[config.mk]
export PLATFORM = sky130hd
export DESIGN_NAME = i2c_regport_slave
export DESIGN_NICKNAME = d
export VERILOG_FILES = /design/src/rtl/regslv_pkg.sv /design/src/rtl/regslv_line_filter.sv /design/src/rtl/regslv_bus_events.sv /design/src/rtl/regslv_subaddr_ptr.sv /design/src/rtl/i2c_regport_slave.sv
export SDC_FILE = /design/constraint.sdc
export NUM_CORES = 1
export LEC_CHECK = 0
export BUFFER_PORTS_ARGS = -buffer_cell sky130_fd_sc_hd__buf_2
export CORE_UTILIZATION = 57
export DETAILED_ROUTE_END_ITERATION = 8
export MAX_ROUTING_LAYER = met4
export PLACE_DENSITY = 0.76
export REMOVE_ABC_BUFFERS = 1
export SYNTH_ARGS = -nofsm -noshare
export SYNTH_HDL_FRONTEND = slang
export SYNTH_HIERARCHICAL = 1
export SYNTH_SLANG_ARGS = --single-unit
[constraint.sdc]
create_clock -name clk -period 3.2 [get_ports clk]
set_clock_uncertainty 0.15 [all_clocks]
set_input_delay 0.64 -clock clk [delete_from_list [all_inputs] [get_ports clk]]
set_output_delay 0.64 -clock clk [all_outputs]
set_load 0.05 [all_outputs]
[src/rtl/regslv_pkg.sv]
package regslv_pkg;

    localparam int BYTE_BITS = 8;

    typedef enum logic [3:0] {
        ST_IDLE,
        ST_ADDR,
        ST_ADDR_ACK,
        ST_SUB,
        ST_SUB_ACK,
        ST_WDATA,
        ST_WDATA_ACK,
        ST_RDATA,
        ST_RDATA_ACK
    } slv_state_t;

endpackage

[src/rtl/regslv_line_filter.sv]
module regslv_line_filter #(
    parameter int STAGES = 2
) (
    input  logic clk,
    input  logic rst_n,
    input  logic line_in,
    output logic line_out
);

    localparam int LAST = STAGES - 1;

    logic [STAGES-1:0] sync_q;
    logic              hold_q;

    // Synchroniser chain, then the output follows only two agreeing samples.
    always_ff @(posedge clk or negedge rst_n) begin
        if (!rst_n) begin
            sync_q   <= '1;
            hold_q   <= 1'b1;
            line_out <= 1'b1;
        end else begin
            sync_q <= {sync_q[STAGES-2:0], line_in};
            hold_q <= sync_q[LAST];
            if (sync_q[LAST] == hold_q && hold_q != line_out) begin
                line_out <= hold_q;
            end
        end
    end

endmodule

[src/rtl/regslv_bus_events.sv]
module regslv_bus_events #(
    parameter int STAGES = 2
) (
    input  logic clk,
    input  logic rst_n,
    input  logic scl_in,
    input  logic sda_in,
    output logic scl_lvl,
    output logic sda_lvl,
    output logic scl_rise,
    output logic scl_fall,
    output logic start_ev,
    output logic stop_ev
);

    localparam int LINES = 2;

    logic [LINES-1:0] raw;
    logic [LINES-1:0] filt;
    logic [LINES-1:0] filt_d;

    assign raw = {sda_in, scl_in};

    generate
        for (genvar g = 0; g < LINES; g++) begin : g_line
            regslv_line_filter #(.STAGES(STAGES)) u_filt (
                .clk      (clk),
                .rst_n    (rst_n),
                .line_in  (raw[g]),
                .line_out (filt[g])
            );
        end
    endgenerate

    always_ff @(posedge clk or negedge rst_n) begin
        if (!rst_n) filt_d <= '1;
        else        filt_d <= filt;
    end

    assign scl_lvl  = filt[0];
    assign sda_lvl  = filt[1];
    assign scl_rise = filt[0] & ~filt_d[0];
    assign scl_fall = ~filt[0] & filt_d[0];
    assign start_ev = filt[0] & filt_d[0] & filt_d[1] & ~filt[1];
    assign stop_ev  = filt[0] & filt_d[0] & ~filt_d[1] & filt[1];

endmodule

[src/rtl/regslv_subaddr_ptr.sv]
module regslv_subaddr_ptr #(
    parameter int REG_TOP = 195
) (
    input  logic       clk,
    input  logic       rst_n,
    input  logic       load,
    input  logic [7:0] load_val,
    input  logic       step,
    input  logic       sat_read,
    output logic [7:0] ptr,
    output logic       ptr_ok
);

    localparam logic [7:0] TOP    = REG_TOP[7:0];
    localparam logic [8:0] TOP_P1 = {1'b0, TOP} + 9'd1;

    always_ff @(posedge clk or negedge rst_n) begin
        if (!rst_n) begin
            ptr <= '0;
        end else if (load) begin
            ptr <= load_val;
        end else if (step) begin
            if (sat_read) ptr <= (ptr >= TOP) ? TOP : ptr + 8'd1;
            else          ptr <= (ptr > TOP) ? ptr : ptr + 8'd1;
        end
    end

    assign ptr_ok = (ptr <= TOP);

    AST_PTR_BOUND: assert property (@(posedge clk) disable iff (!rst_n)
        {1'b0, ptr} <= TOP_P1) else $error("pointer beyond top+1");

endmodule

[src/rtl/i2c_regport_slave.sv]
module i2c_regport_slave
    import regslv_pkg::*;
#(
    parameter int         REG_TOP     = 195,
    parameter logic [6:0] CTRL_ADDR7  = 7'h20,
    parameter logic [6:0] RDBK_ADDR7  = 7'h10,
    parameter int         SYNC_STAGES = 2
) (
    input  logic       clk,
    input  logic       rst_n,
    input  logic       scl_in,
    input  logic       sda_in,
    input  logic       addr_sel,
    output logic       sda_oe,
    output logic       port_rdbk,
    output logic       reg_wr_en,
    output logic       reg_rd_req,
    output logic [7:0] reg_addr,
    output logic [7:0] reg_wdata,
    input  logic [7:0] reg_rdata
);

    localparam logic [7:0] TOP      = REG_TOP[7:0];
    localparam logic [3:0] FULL_CNT = 4'(BYTE_BITS);
    localparam logic [3:0] LAST_TX  = 4'(BYTE_BITS - 1);

    logic scl_lvl, sda_lvl, scl_rise, scl_fall, start_ev, stop_ev;

    regslv_bus_events #(.STAGES(SYNC_STAGES)) u_events (
        .clk      (clk),
        .rst_n    (rst_n),
        .scl_in   (scl_in),
        .sda_in   (sda_in),
        .scl_lvl  (scl_lvl),
        .sda_lvl  (sda_lvl),
        .scl_rise (scl_rise),
        .scl_fall (scl_fall),
        .start_ev (start_ev),
        .stop_ev  (stop_ev)
    );

    slv_state_t state_q, state_d;
    logic [3:0] bit_q;
    logic [7:0] rx_q, tx_q;
    logic       rw_q, port_q, mack_q;

    logic       ptr_load, ptr_step, ptr_ok;
    logic [7:0] ptr;

    regslv_subaddr_ptr #(.REG_TOP(REG_TOP)) u_ptr (
        .clk      (clk),
        .rst_n    (rst_n),
        .load     (ptr_load),
        .load_val (rx_q),
        .step     (ptr_step),
        .sat_read (reg_rd_req),
        .ptr      (ptr),
        .ptr_ok   (ptr_ok)
    );

    logic byte_done, hit_ctrl, hit_rdbk, sub_ok, rx_state;

    assign byte_done = scl_fall && (bit_q == FULL_CNT);
    assign hit_ctrl  = (rx_q[7:1] == (CTRL_ADDR7 | {6'd0, addr_sel}));
    assign hit_rdbk  = (rx_q[7:1] == (RDBK_ADDR7 | {6'd0, addr_sel}));
    assign sub_ok    = (rx_q <= TOP);
    assign rx_state  = (state_q == ST_ADDR) || (state_q == ST_SUB) || (state_q == ST_WDATA);

    // State register
    always_ff @(posedge clk or negedge rst_n) begin
        if (!rst_n) state_q <= ST_IDLE;
        else        state_q <= state_d;
    end

    // Next state
    always_comb begin
        state_d = state_q;
        if (start_ev) begin
            state_d = ST_ADDR;
        end else if (stop_ev) begin
            state_d = ST_IDLE;
        end else begin
            unique case (state_q)
                ST_IDLE:      state_d = ST_IDLE;
                ST_ADDR:      if (byte_done) state_d = (hit_ctrl || hit_rdbk) ? ST_ADDR_ACK : ST_IDLE;
                ST_ADDR_ACK:  if (scl_fall)  state_d = rw_q ? ST_RDATA : ST_SUB;
                ST_SUB:       if (byte_done) state_d = sub_ok ? ST_SUB_ACK : ST_IDLE;
                ST_SUB_ACK:   if (scl_fall)  state_d = ST_WDATA;
                ST_WDATA:     if (byte_done) state_d = ptr_ok ? ST_WDATA_ACK : ST_IDLE;
                ST_WDATA_ACK: if (scl_fall)  state_d = ST_WDATA;
                ST_RDATA:     if (scl_fall && bit_q == LAST_TX) state_d = ST_RDATA_ACK;
                ST_RDATA_ACK: if (scl_fall)  state_d = mack_q ? ST_RDATA : ST_IDLE;
                default:      state_d = ST_IDLE;
            endcase
        end
    end

    // Shift, count and capture registers
    always_ff @(posedge clk or negedge rst_n) begin
        if (!rst_n) begin
            bit_q  <= '0;
            rx_q   <= '0;
            tx_q   <= '1;
            rw_q   <= 1'b0;
            port_q <= 1'b0;
            mack_q <= 1'b0;
        end else if (start_ev) begin
            bit_q <= '0;
        end else begin
            if (rx_state && scl_rise) begin
                rx_q  <= {rx_q[6:0], sda_lvl};
                bit_q <= bit_q + 4'd1;
            end
            if (state_q == ST_ADDR && byte_done && (hit_ctrl || hit_rdbk)) begin
                rw_q   <= rx_q[0];
                port_q <= hit_rdbk;
            end
            if (scl_fall && (state_q == ST_ADDR_ACK || state_q == ST_SUB_ACK ||
                             state_q == ST_WDATA_ACK || state_q == ST_RDATA_ACK)) begin
                bit_q <= '0;
            end
            if (state_q == ST_RDATA && scl_fall && bit_q != LAST_TX) begin
                tx_q  <= {tx_q[6:0], 1'b1};
                bit_q <= bit_q + 4'd1;
            end
            if (state_q == ST_RDATA_ACK && scl_rise) begin
                mack_q <= ~sda_lvl;
            end
            if (reg_rd_req) begin
                tx_q <= reg_rdata;
            end
        end
    end

    // Outputs
    always_comb begin
        sda_oe     = 1'b0;
        reg_wr_en  = 1'b0;
        reg_rd_req = 1'b0;
        ptr_load   = 1'b0;
        unique case (state_q)
            ST_ADDR_ACK: begin
                sda_oe     = 1'b1;
                reg_rd_req = scl_fall && rw_q && !start_ev && !stop_ev;
            end
            ST_SUB_ACK, ST_WDATA_ACK: sda_oe = 1'b1;
            ST_SUB:   ptr_load  = byte_done && sub_ok && !start_ev && !stop_ev;
            ST_WDATA: reg_wr_en = byte_done && ptr_ok && !start_ev && !stop_ev;
            ST_RDATA: sda_oe    = ~tx_q[7];
            ST_RDATA_ACK: reg_rd_req = scl_fall && mack_q && !start_ev && !stop_ev;
            default: ;
        endcase
    end

    assign ptr_step  = reg_wr_en | reg_rd_req;
    assign reg_addr  = ptr;
    assign reg_wdata = rx_q;
    assign port_rdbk = port_q;

    AST_WR_IN_MAP: assert property (@(posedge clk) disable iff (!rst_n)
        reg_wr_en |-> (reg_addr <= TOP)) else $error("write outside map");

    AST_RD_IN_MAP: assert property (@(posedge clk) disable iff (!rst_n)
        reg_rd_req |-> (reg_addr <= TOP)) else $error("read outside map");

    AST_STOP_TO_IDLE: assert property (@(posedge clk) disable iff (!rst_n)
        stop_ev |=> (state_q == ST_IDLE)) else $error("stop did not idle");

    AST_WR_SINGLE: assert property (@(posedge clk) disable iff (!rst_n)
        reg_wr_en |=> !reg_wr_en) else $error("write strobe too long");

    AST_OE_STABLE_HIGH: assert property (@(posedge clk) disable iff (!rst_n)
        (scl_lvl && $past(scl_lvl) && !$past(start_ev) && !$past(stop_ev)) |-> $stable(sda_oe))
        else $error("sda drive moved during scl high");

endmodule

# Yosys cells after proc, flatten, opt, wreduce, memory -nomap -nowiden
# Index checks and enable logic that the tools add are counted.
[totals] reg_bits=45 inputBits=13 out_inout_bits=20 elab_cells=132
[classes] addsub=2 order_cmp=4 n_eq_ne=25 mux=30 bitwise=14 reduce_logical=42
[ops] op="two-way mux 8 bit" count=7
[ops] op="two-way mux 4 bit" count=13
[ops] op="one-hot mux 4 bit (7 select lines)" count=1
[ops] op="!= test 4 bit (second input constant)" count=6
[ops] op="logical AND 1 bit" count=23
[ops] op="equality test 4 x 3 -> 1 bit (second input constant)" count=5
[ops] op="less-or-equal comparator 8 bit (second input constant)" count=2
[ops] op="two-way mux 3 bit" count=4
[ops] op="AND reduction 2 bit" count=5
[ops] op="adder 8 x 1 -> 8 bit (second input constant)" count=1
[ops] op="equality test 4 x 2 -> 1 bit (second input constant)" count=2
[ops] op="equality test 4 bit (second input constant)" count=2
[ops] op="greater-or-equal comparator 8 bit (second input constant)" count=1
[ops] op="> comparator 8 bit (second input constant)" count=1
[ops] op="AND 1 bit" count=7
[ops] op="equality test 7 x 5 -> 1 bit" count=1
[ops] op="equality test 7 x 6 -> 1 bit" count=1
[ops] op="AND reduction 7 bit" count=1
[ops] op="logical OR 1 bit" count=6
[ops] op="inverter 1 bit" count=6
[ops] op="adder 4 x 1 -> 4 bit (second input constant)" count=1
[ops] op="equality test 4 x 1 -> 1 bit (second input constant)" count=1
[ops] op="!= test 4 x 1 -> 1 bit (second input constant)" count=1
[ops] op="!= test 4 x 3 -> 1 bit (second input constant)" count=1
[ops] op="other kinds (12)" count=18

# Depth between registers and ports, before layout
# Gate-level depths: netlist of the first run.
[depth] ltp_word=10 mapped_depth=11 mapped_depth_nobuf=10

# Cells and area by module
# The synthesis of the first run kept the hierarchy.
[by_module_without_submodules] module="i2c_regport_slave" instances=1 cells_per_inst=154 area_each_um2=1621.6 seq_area_each_um2=685.7
[by_module_without_submodules] module="regslv_subaddr_ptr" instances=1 cells_per_inst=55 area_each_um2=528.0 seq_area_each_um2=200.2
[by_module_without_submodules] module="regslv_line_filter" instances=2 cells_per_inst=5 area_each_um2=116.4 seq_area_each_um2=105.1
[by_module_without_submodules] module="regslv_bus_events" instances=1 cells_per_inst=6 area_each_um2=85.1 seq_area_each_um2=52.6

# Worst setup path before layout of the first run
# No wires, ideal clock.
[synth_path] path_kind="flip-flop to flip-flop" start="register u_ptr.ptr[3]" end="register u_ptr.ptr[5]" setup_ns=0.124 t_arrival_ns=3.496 required_ns=2.926 path_slack_ns=-0.570 path_stages_with_launch=11 path_buffers=1 synth_period_minus_slack_ns=3.770 path_cell_list="dfrtp_1 > or4_4 > nand3_1 > nand4b_1 > nor3_1 > or2_1 > nor2_1 > a41oi_2 > buf_6 > o21ai_1 > a211o_1"
[synth_between] elab_chain_cells=8 word_cells_on_any_way=17 cone_classes="1 x add/sub; 3 x order compare; 1 x eq/ne; 6 x mux; 1 x bitwise; 5 x reduce/logical"
[synth_rtl] element="start, declared" line_no="regslv_subaddr_ptr.sv:10" source="output logic [7:0] ptr,"
[synth_rtl] element="start signal, assigned" line_no="regslv_subaddr_ptr.sv:21" source="ptr <= load_val;"
[synth_rtl] element="start signal, assigned" line_no="regslv_subaddr_ptr.sv:23" source="if (sat_read) ptr <= (ptr >= TOP) ? TOP : ptr + 8'd1;"
[synth_rtl] element="start signal, assigned" line_no="regslv_subaddr_ptr.sv:24" source="else ptr <= (ptr > TOP) ? ptr : ptr + 8'd1;"
[synth_rtl] element="less-or-equal comparator 8 bit" line_no="regslv_subaddr_ptr.sv:28" source="assign ptr_ok = (ptr <= TOP);"
[synth_rtl] element="net ptr_ok" line_no="i2c_regport_slave.sv:47" source="logic ptr_load, ptr_step, ptr_ok;"
[synth_rtl] element="logical AND 1 bit (3 in series)" line_no="i2c_regport_slave.sv:148" source="ST_WDATA: reg_wr_en = byte_done && ptr_ok && !start_ev && !stop_ev;"
[synth_rtl] element="two-way mux 1 bit" line_no="i2c_regport_slave.sv:141" source="unique case (state_q)"
[synth_rtl] element="net reg_wr_en" line_no="i2c_regport_slave.sv:16" source="output logic reg_wr_en,"
[synth_rtl] element="bitwise OR 1 bit" line_no="i2c_regport_slave.sv:155" source="assign ptr_step = reg_wr_en | reg_rd_req;"
[synth_rtl] element="net ptr_step" line_no="i2c_regport_slave.sv:47"
[synth_rtl] element="nonzero test 2 bit (no source line)"
[synth_rtl] element="AND reduction 2 bit (no source line)"
# The timed path passes the listed nets, and every way through them passes these cells. The select of a mux whose other input is x is not followed.
# A chain may end at the register's enable or synchronous reset.

# Final worst setup path of the first run
[layout_path] start="register u_ptr.ptr[2]" end="output reg_wr_en"
[layout_between] elab_chain_cells=5
[layout_rtl] element="less-or-equal comparator 8 bit" line_no="regslv_subaddr_ptr.sv:28"
[layout_rtl] element="net ptr_ok" line_no="i2c_regport_slave.sv:47"
[layout_rtl] element="logical AND 1 bit (3 in series)" line_no="i2c_regport_slave.sv:148"
[layout_rtl] element="two-way mux 1 bit" line_no="i2c_regport_slave.sv:141"
[layout_rtl] element="end, declared" line_no="i2c_regport_slave.sv:16"
# The timed path passes the listed nets, and every way through them passes these cells.

==> results by group, run 1 <==
Timing
  • Final setup vio count: 0
  • Worst Slack Setup Final: between 200 and 250 ps
  • Worst slew margin: 0.355
  • Hold WS: between 200 and 250 ps
  • Max Slew Vio Count: 0
  • Post-layout minimum cycle time: a little under 3000 ps
  • RSZ-0062 raised after global routing: no
  • Period utilization: 0.922
  • Total Neg Setup Slack: 0 ps
  • Slew @ Worst Pin: around 970 ps
  • Max Freq: 339 MHz
  • Hold Fails Final Rpt: 0

Worst setup path
  • R2r worst-path depth: 9
  • Worst Path Class, Setup: reg -> out
  • CP Launch Type: flip-flop
  • Crit. Startpoint: u_ptr/ptr[2]
  • Worst reg2reg startpoint: u_events/filt_d[0]
  • Reg2reg end: u_ptr/ptr[5]
  • Buffers and inverters on the worst path: 1
  • Crit-path slowest cell: or4_4
  • Max incr delay on CP: approximately 590 ps
  • Crit path max-delay family: simple AND/OR/NAND/NOR gates
  • Crit end category: output pin
  • CP Max Fanout: 8
  • R2R Setup Slk: around 280 ps
  • Cell chain of the critical path: or4_4 > nand3_1 > nand4b_1 > nor3_1 > buf_2
  • Worst Path Required: between 2000 and 2500 ps
  • Crit path DAT: 2160 ps

Clock network
  • Root Buffer: clkbuf_8
  • CTS tree: built
  • CTS Hold Buffers Added: 0
  • Insertion delay to the later sink of the worst-skew pair: slightly above 300 ps
  • Clock sinks: 45
  • Reg clk slew, reported paths: around 100 ps
  • Bufs on Longest Clock Path: 2
  • Max H-tree Level: 2
  • Cts bufs inserted: 5

Yosys
  • Share of the yosys chip area belonging to registers: 0.466
  • Most common flop cell mapped by yosys: dfrtp_1
  • Syn avg cell area: approximately 11 um^2
  • EDFF count, synth: 0
  • Synth cell types: 67
  • Top cells by area, synth: dfrtp_1 (27%), dfstp_2 (19%), mux2_2 (5.0%)
  • FFs w/ async S/R, synth: 1.00
  • Gate Count Post-Synth: ~230
  • Mapped Area: approximately 0.0025 mm^2
  • Ys Warns: 6
  • Yosys top cell by area: dfrtp_1
  • Post-synth top area share: 0.274
  • Seq cells post-synth: 45

Finish
  • Commonest cells after routing, fill and taps aside: buf_2 (32), dfrtp_1 (27), dfstp_2 (18)
  • FILL cells: 334
  • Layout cells sized above 1: 0.376
  • Final non-filler cell total: between 300 and 400
  • Antenna cells: 0
  • Most common cell after layout, fill and taps aside: buf_2
  • Area Growth Syn to Fin: 12.8%
  • Layout Nets: 278

Drt
  • Routed Wire Length: 4980 um
  • Routed length per instance: 15.9 um
  • Post-DRT Antenna Nets: 0
  • Via density: ~6.0
  • Vias: about 1,900
  • 1st-iter DRT viols: between 150 and 200
  • DR DRC count: 0
  • Drt first pass iters: 4

Min path
  • Hold depth: 0
  • WHS Endpoint: u_events/g_line[1].u_filt/sync_q[1]
  • Hold wc startpoint: u_events/g_line[1].u_filt/sync_q[0]
  • Hold WC Path Type: reg -> reg

Placed design
  • Pre-CTS setup slack: 226 ps
  • DPL Wire Length: 3470 um
  • Port bufs: 32
  • Post-Place Cells: about 300
  • GPL Wtd Cong: a little over 0.8

GRT
  • First-pass GRT wire length: 7790 um
  • GRT busiest layer: met2
  • Pin count of the biggest net entering global routing: 46
  • Total congestion overflow: 0
  • Met2 GRT Util: 0.338
  • Vias in the first global route: between 1,500 and 2,000
  • Met3 Use GR: 0.0524
  • M1 GR Usage: 0.335
  • GRT Total Usage: 0.237
  • Antenna violations before repair: 0

Floorplanning
  • Area of the core: 0.00409 mm^2
  • Row cnt: 23
  • Die area: 0.00460 mm^2
  • Height of the die: between 60 and 70 um
  • Die Wd: just under 70 um
  • Starting density of the core: 0.604
  • Boundary Pins: 33

Pwr
  • Power density cells: 772 mW/mm^2
  • PnR Total Power: 2.15 mW
  • Maximum VDD drop: 0.452 mV
  • Pleak: roughly 1.2 nW

Status
  • Status: completed

Run
  • Max Cap Viol: 0
-- registers in the layout, summed over array words and instances, names as in the netlist --
| register | flops |
|---|---|
| state_q | 4 |
| reg_wdata | 8 |
| mack_q | 1 |
| bit_q | 4 |
| u_events/filt_d | 2 |
| u_ptr/ptr | 8 |
| u_events/g_line.u_filt/hold_q | 2 |
| rw_q | 1 |
| port_rdbk | 1 |
| u_events/g_line.u_filt/sync_q | 4 |
| u_events/g_line.u_filt/line_out | 2 |
| tx_q | 8 |
-- cells in the mapped netlist, types with 3 or more instances --
master    count
nor2_1       13
nand2b_1      9
o21ai_1       6
mux2i_1       3
nand3_1       9
nand3b_1      3
ha_1          3
buf_4         4
nand4b_1      3
mux2_2       11
a22o_1        3
a21oi_1      10
dfstp_2      18
nor3_1        4
nand2_1       9
inv_1         9
o221a_2       7
dfrtp_1      27
xnor2_1       4
or3b_1        3
o22ai_1       3
and3_1        6
nor2b_1       3
-- report_power, final --
part	switching [mW]	total (mW)	internal (mW)
registers	0.189	0.948	0.759
logic	0.485	0.829	0.344
clock network	0.212	0.371	0.158
total	0.886	2.15	1.26
-- logic make-up after synthesis --
group / after synthesis / share of synthesized area
mux: 14 / 0.0624
compound gates: 55 / 0.181
xor+xnor: 5 / 0.0177
simple gates: 83 / 0.212
flops: 45 / 0.466
buf+inv: 18 / 0.0375
fa+ha+maj: 5 / 0.0243
-- worst max-delay path by stage --
| stage | end | slack [ps] | cells after the start |
|---|---|---|---|
| CTS | u_ptr/ptr[6] | 220 | 9 |
| global route | u_ptr/ptr[5] | 80 | 9 |
| finish | reg_wr_en | 250 | 5 |
| detailed placement | u_ptr/ptr[5] | 230 | 9 |
| floorplan | u_ptr/ptr[5] | -680 | 9 |
| global placement | u_ptr/ptr[1] | 300 | 9 |
-- final cells by class --
cell class | instances | area, um^2 | share of cell area
Clock inverter | 3 | 23.8 | 0.00854
Clock buffer | 5 | 68.8 | 0.0247
Sequential cell | 45 | 1150 | 0.413
Multi-Input combinational cell | 162 | 1240 | 0.444
Tap cell | 50 | 62.6 | 0.0225
Timing Repair Buffer | 38 | 205 | 0.0737
Inverter | 10 | 37.5 | 0.0135
-- layer usage --
| layer | vias to the layer above | wire length, um |
|---|---|---|
| met3 | 6 | 240 |
| met5 | - | 0 |
| li1 | 918 | - |
| met2 | 54 | 2230 |
| met1 | 906 | 2460 |
| met4 | 0 | 43 |
-- per-stage QoR --
step	instance area [um^2]	utilization
finish	2780	0.681
global placement	2680	0.656
floorplan	2410	-
detailed placement	2680	0.656
CTS	2770	0.679
global route	2780	0.681
-- timing repair --
item	CTS	global route
setup endpoints to repair	0	1
buffers inserted	0	0
resized for setup	0	1
Note: power is estimated with default switching activity, not from simulation.
==> run 2, diff against run 1 <==
CORE_UTILIZATION = 52   (was 57)
PLACE_DENSITY = 0.73   (was 0.76)
clock period = 2.7 ns   (was 3.2 ns; I/O delays follow)
==> results by group, run 2 (synthesized netlist as in run 1, its figures left out) <==
Status
  • Status: completed

Clock network
  • Root Buffer: clkbuf_8
  • CTS Hold Buffers Added: 0
  • Insertion delay to the later sink of the worst-skew pair: about 300 ps
  • Clock sinks: 45
  • Max H-tree Level: 2
  • Cts bufs inserted: 5
  • Reg clk slew, reported paths: ~80 ps
  • Bufs on Longest Clock Path: 2
  • CTS tree: built

Floorplanning
  • Height of the die: ~71 um
  • Area of the core: 0.00444 mm^2
  • Starting density of the core: 0.555
  • Die Wd: 70.9 um
  • Die area: approximately 0.005 mm^2
  • Boundary Pins: 33
  • Row cnt: 24

Timing
  • Total Neg Setup Slack: 0 ps
  • Final setup vio count: 0
  • Worst Slack Setup Final: around 33 ps
  • Hold WS: approximately 160 ps
  • Slew @ Worst Pin: about 770 ps
  • Hold Fails Final Rpt: 0
  • Worst slew margin: 0.489
  • Period utilization: 0.988
  • Max Slew Vio Count: 0
  • Post-layout minimum cycle time: around 2700 ps
  • Max Freq: 375 MHz
  • RSZ-0062 raised after global routing: yes

Drt
  • Post-DRT Antenna Nets: 0
  • Routed Wire Length: ~5300 um
  • Drt first pass iters: 6
  • 1st-iter DRT viols: roughly 190
  • Vias: ~2,000
  • Routed length per instance: approximately 16 um
  • DR DRC count: 0
  • Via density: between 5 and 6

GRT
  • Antenna violations before repair: 0
  • GRT Total Usage: 0.240
  • Vias in the first global route: 1,928
  • Pin count of the biggest net entering global routing: 36
  • Total congestion overflow: 0
  • First-pass GRT wire length: ~9000 um

Worst setup path
  • Worst Path Required: roughly 2000 ps
  • R2r worst-path depth: 10
  • Worst reg2reg startpoint: u_events/filt_d[0]
  • Crit path DAT: 1980 ps
  • Reg2reg end: u_ptr/ptr[5]
  • CP Max Fanout: 3
  • R2R Setup Slk: about 60 ps
  • Crit end category: output pin
  • Worst Path Class, Setup: reg -> out
  • CP Launch Type: flip-flop

Run
  • Max Cap Viol: 0

Pwr
  • PnR Total Power: between 2 and 3 mW
  • Pleak: 1.36 nW
  • Power density cells: 875 mW/mm^2
  • Maximum VDD drop: about 0.66 mV

Finish
  • Final non-filler cell total: around 340
  • Area occupied by registers: approximately 0.0011 mm^2
  • Final instance area: 0.00300 mm^2
  • Area of the multi-input gates: ~0.0012 mm^2
  • Area Growth Syn to Fin: 21.5%
  • Layout Nets: a little over 300
  • Layout cells sized above 1: 0.446
  • FILL cells: 358
  • Fin util: 0.674
  • Commonest cells after routing, fill and taps aside: buf_4 (32), buf_2 (31), dfrtp_1 (27)
  • Antenna cells: 0
  • Most common cell after layout, fill and taps aside: buf_4

Min path
  • Hold WC Path Type: in -> async

Placed design
  • GPL Wtd Cong: around 0.9
  • Post-DP Area: 0.00286 mm^2
  • Post-Place Cells: roughly 330
  • Port bufs: 32
  • Pre-CTS setup slack: -12.2 ps
  • DPL Wire Length: just under 4000 um
run 2: cell types whose count changed in the layout (fill, tap and decap cells not counted), sizes merged:
| cell | previous run | this run |
|---|---|---|
| clkinv | 1 | 0 |
| buf | 38 | 64 |
| clkbuf | 5 | 6 |
run 2: layout make-up:
cell class / instances / area share
Sequential cell: 45 / 0.383
Inverter: 10 / 0.0125
Multi-Input combinational cell: 162 / 0.417
Timing Repair Buffer: 64 / 0.137
Clock inverter: 2 / 0.00418
Tap cell: 52 / 0.0217
Clock buffer: 6 / 0.0242
run 2: worst max path at each step:
stage | start | endpoint | slack (ps) | cells past startpoint
4_1_cts | u_ptr/ptr[3] | reg_wr_en | -40 | 6
5_1_grt | u_ptr/ptr[5] | u_ptr/ptr[5] | -70 | 10
6_report | u_ptr/ptr[5] | reg_wr_en | 30 | 6
3_3_place_gp | u_ptr/ptr[3] | u_ptr/ptr[1] | 60 | 10
3_5_place_dp | u_events/filt_d[0] | u_ptr/ptr[1] | -10 | 10
2_1_floorplan | u_ptr/ptr[3] | u_ptr/ptr[5] | -1180 | 9
run 2: repair_timing:
action	4_1_cts	5_1_grt
pin swaps	1	3
gates cloned	0	0
setup buffers	0	2
gates resized for setup	4	4
hold endpoints to repair	0	0
endpoints found under the setup margin	5	5
run 2: report_power, final:
| group | switching, mW | leakage [nW] | total, mW | internal (mW) |
|---|---|---|---|---|
| Sequential | 0.180 | 0.546 | 1.08 | 0.901 |
| Combinational | 0.659 | 0.769 | 1.13 | 0.472 |
| Clock | 0.225 | 0.0461 | 0.409 | 0.184 |
| Total | 1.06 | 1.36 | 2.62 | 1.56 |
run 2: worst max-delay path, stage by stage (launching register included):
cell and delay (ps):
dfrtp_1 380, or4_4 550, nand3_2 100, nand4b_1 150, nor3_2 220, buf_4 140, buf_8 130
run 2: per-layer routing:
metal / up-vias / part of all wire / global-route usage
li1: 982 / - / -
met1: 952 / 0.49 / 0.341
met2: 49 / 0.45 / 0.348
met3: 9 / 0.038 / 0.0413
met4: 0 / 0.020 / 0.0844
met5: - / 0 / -
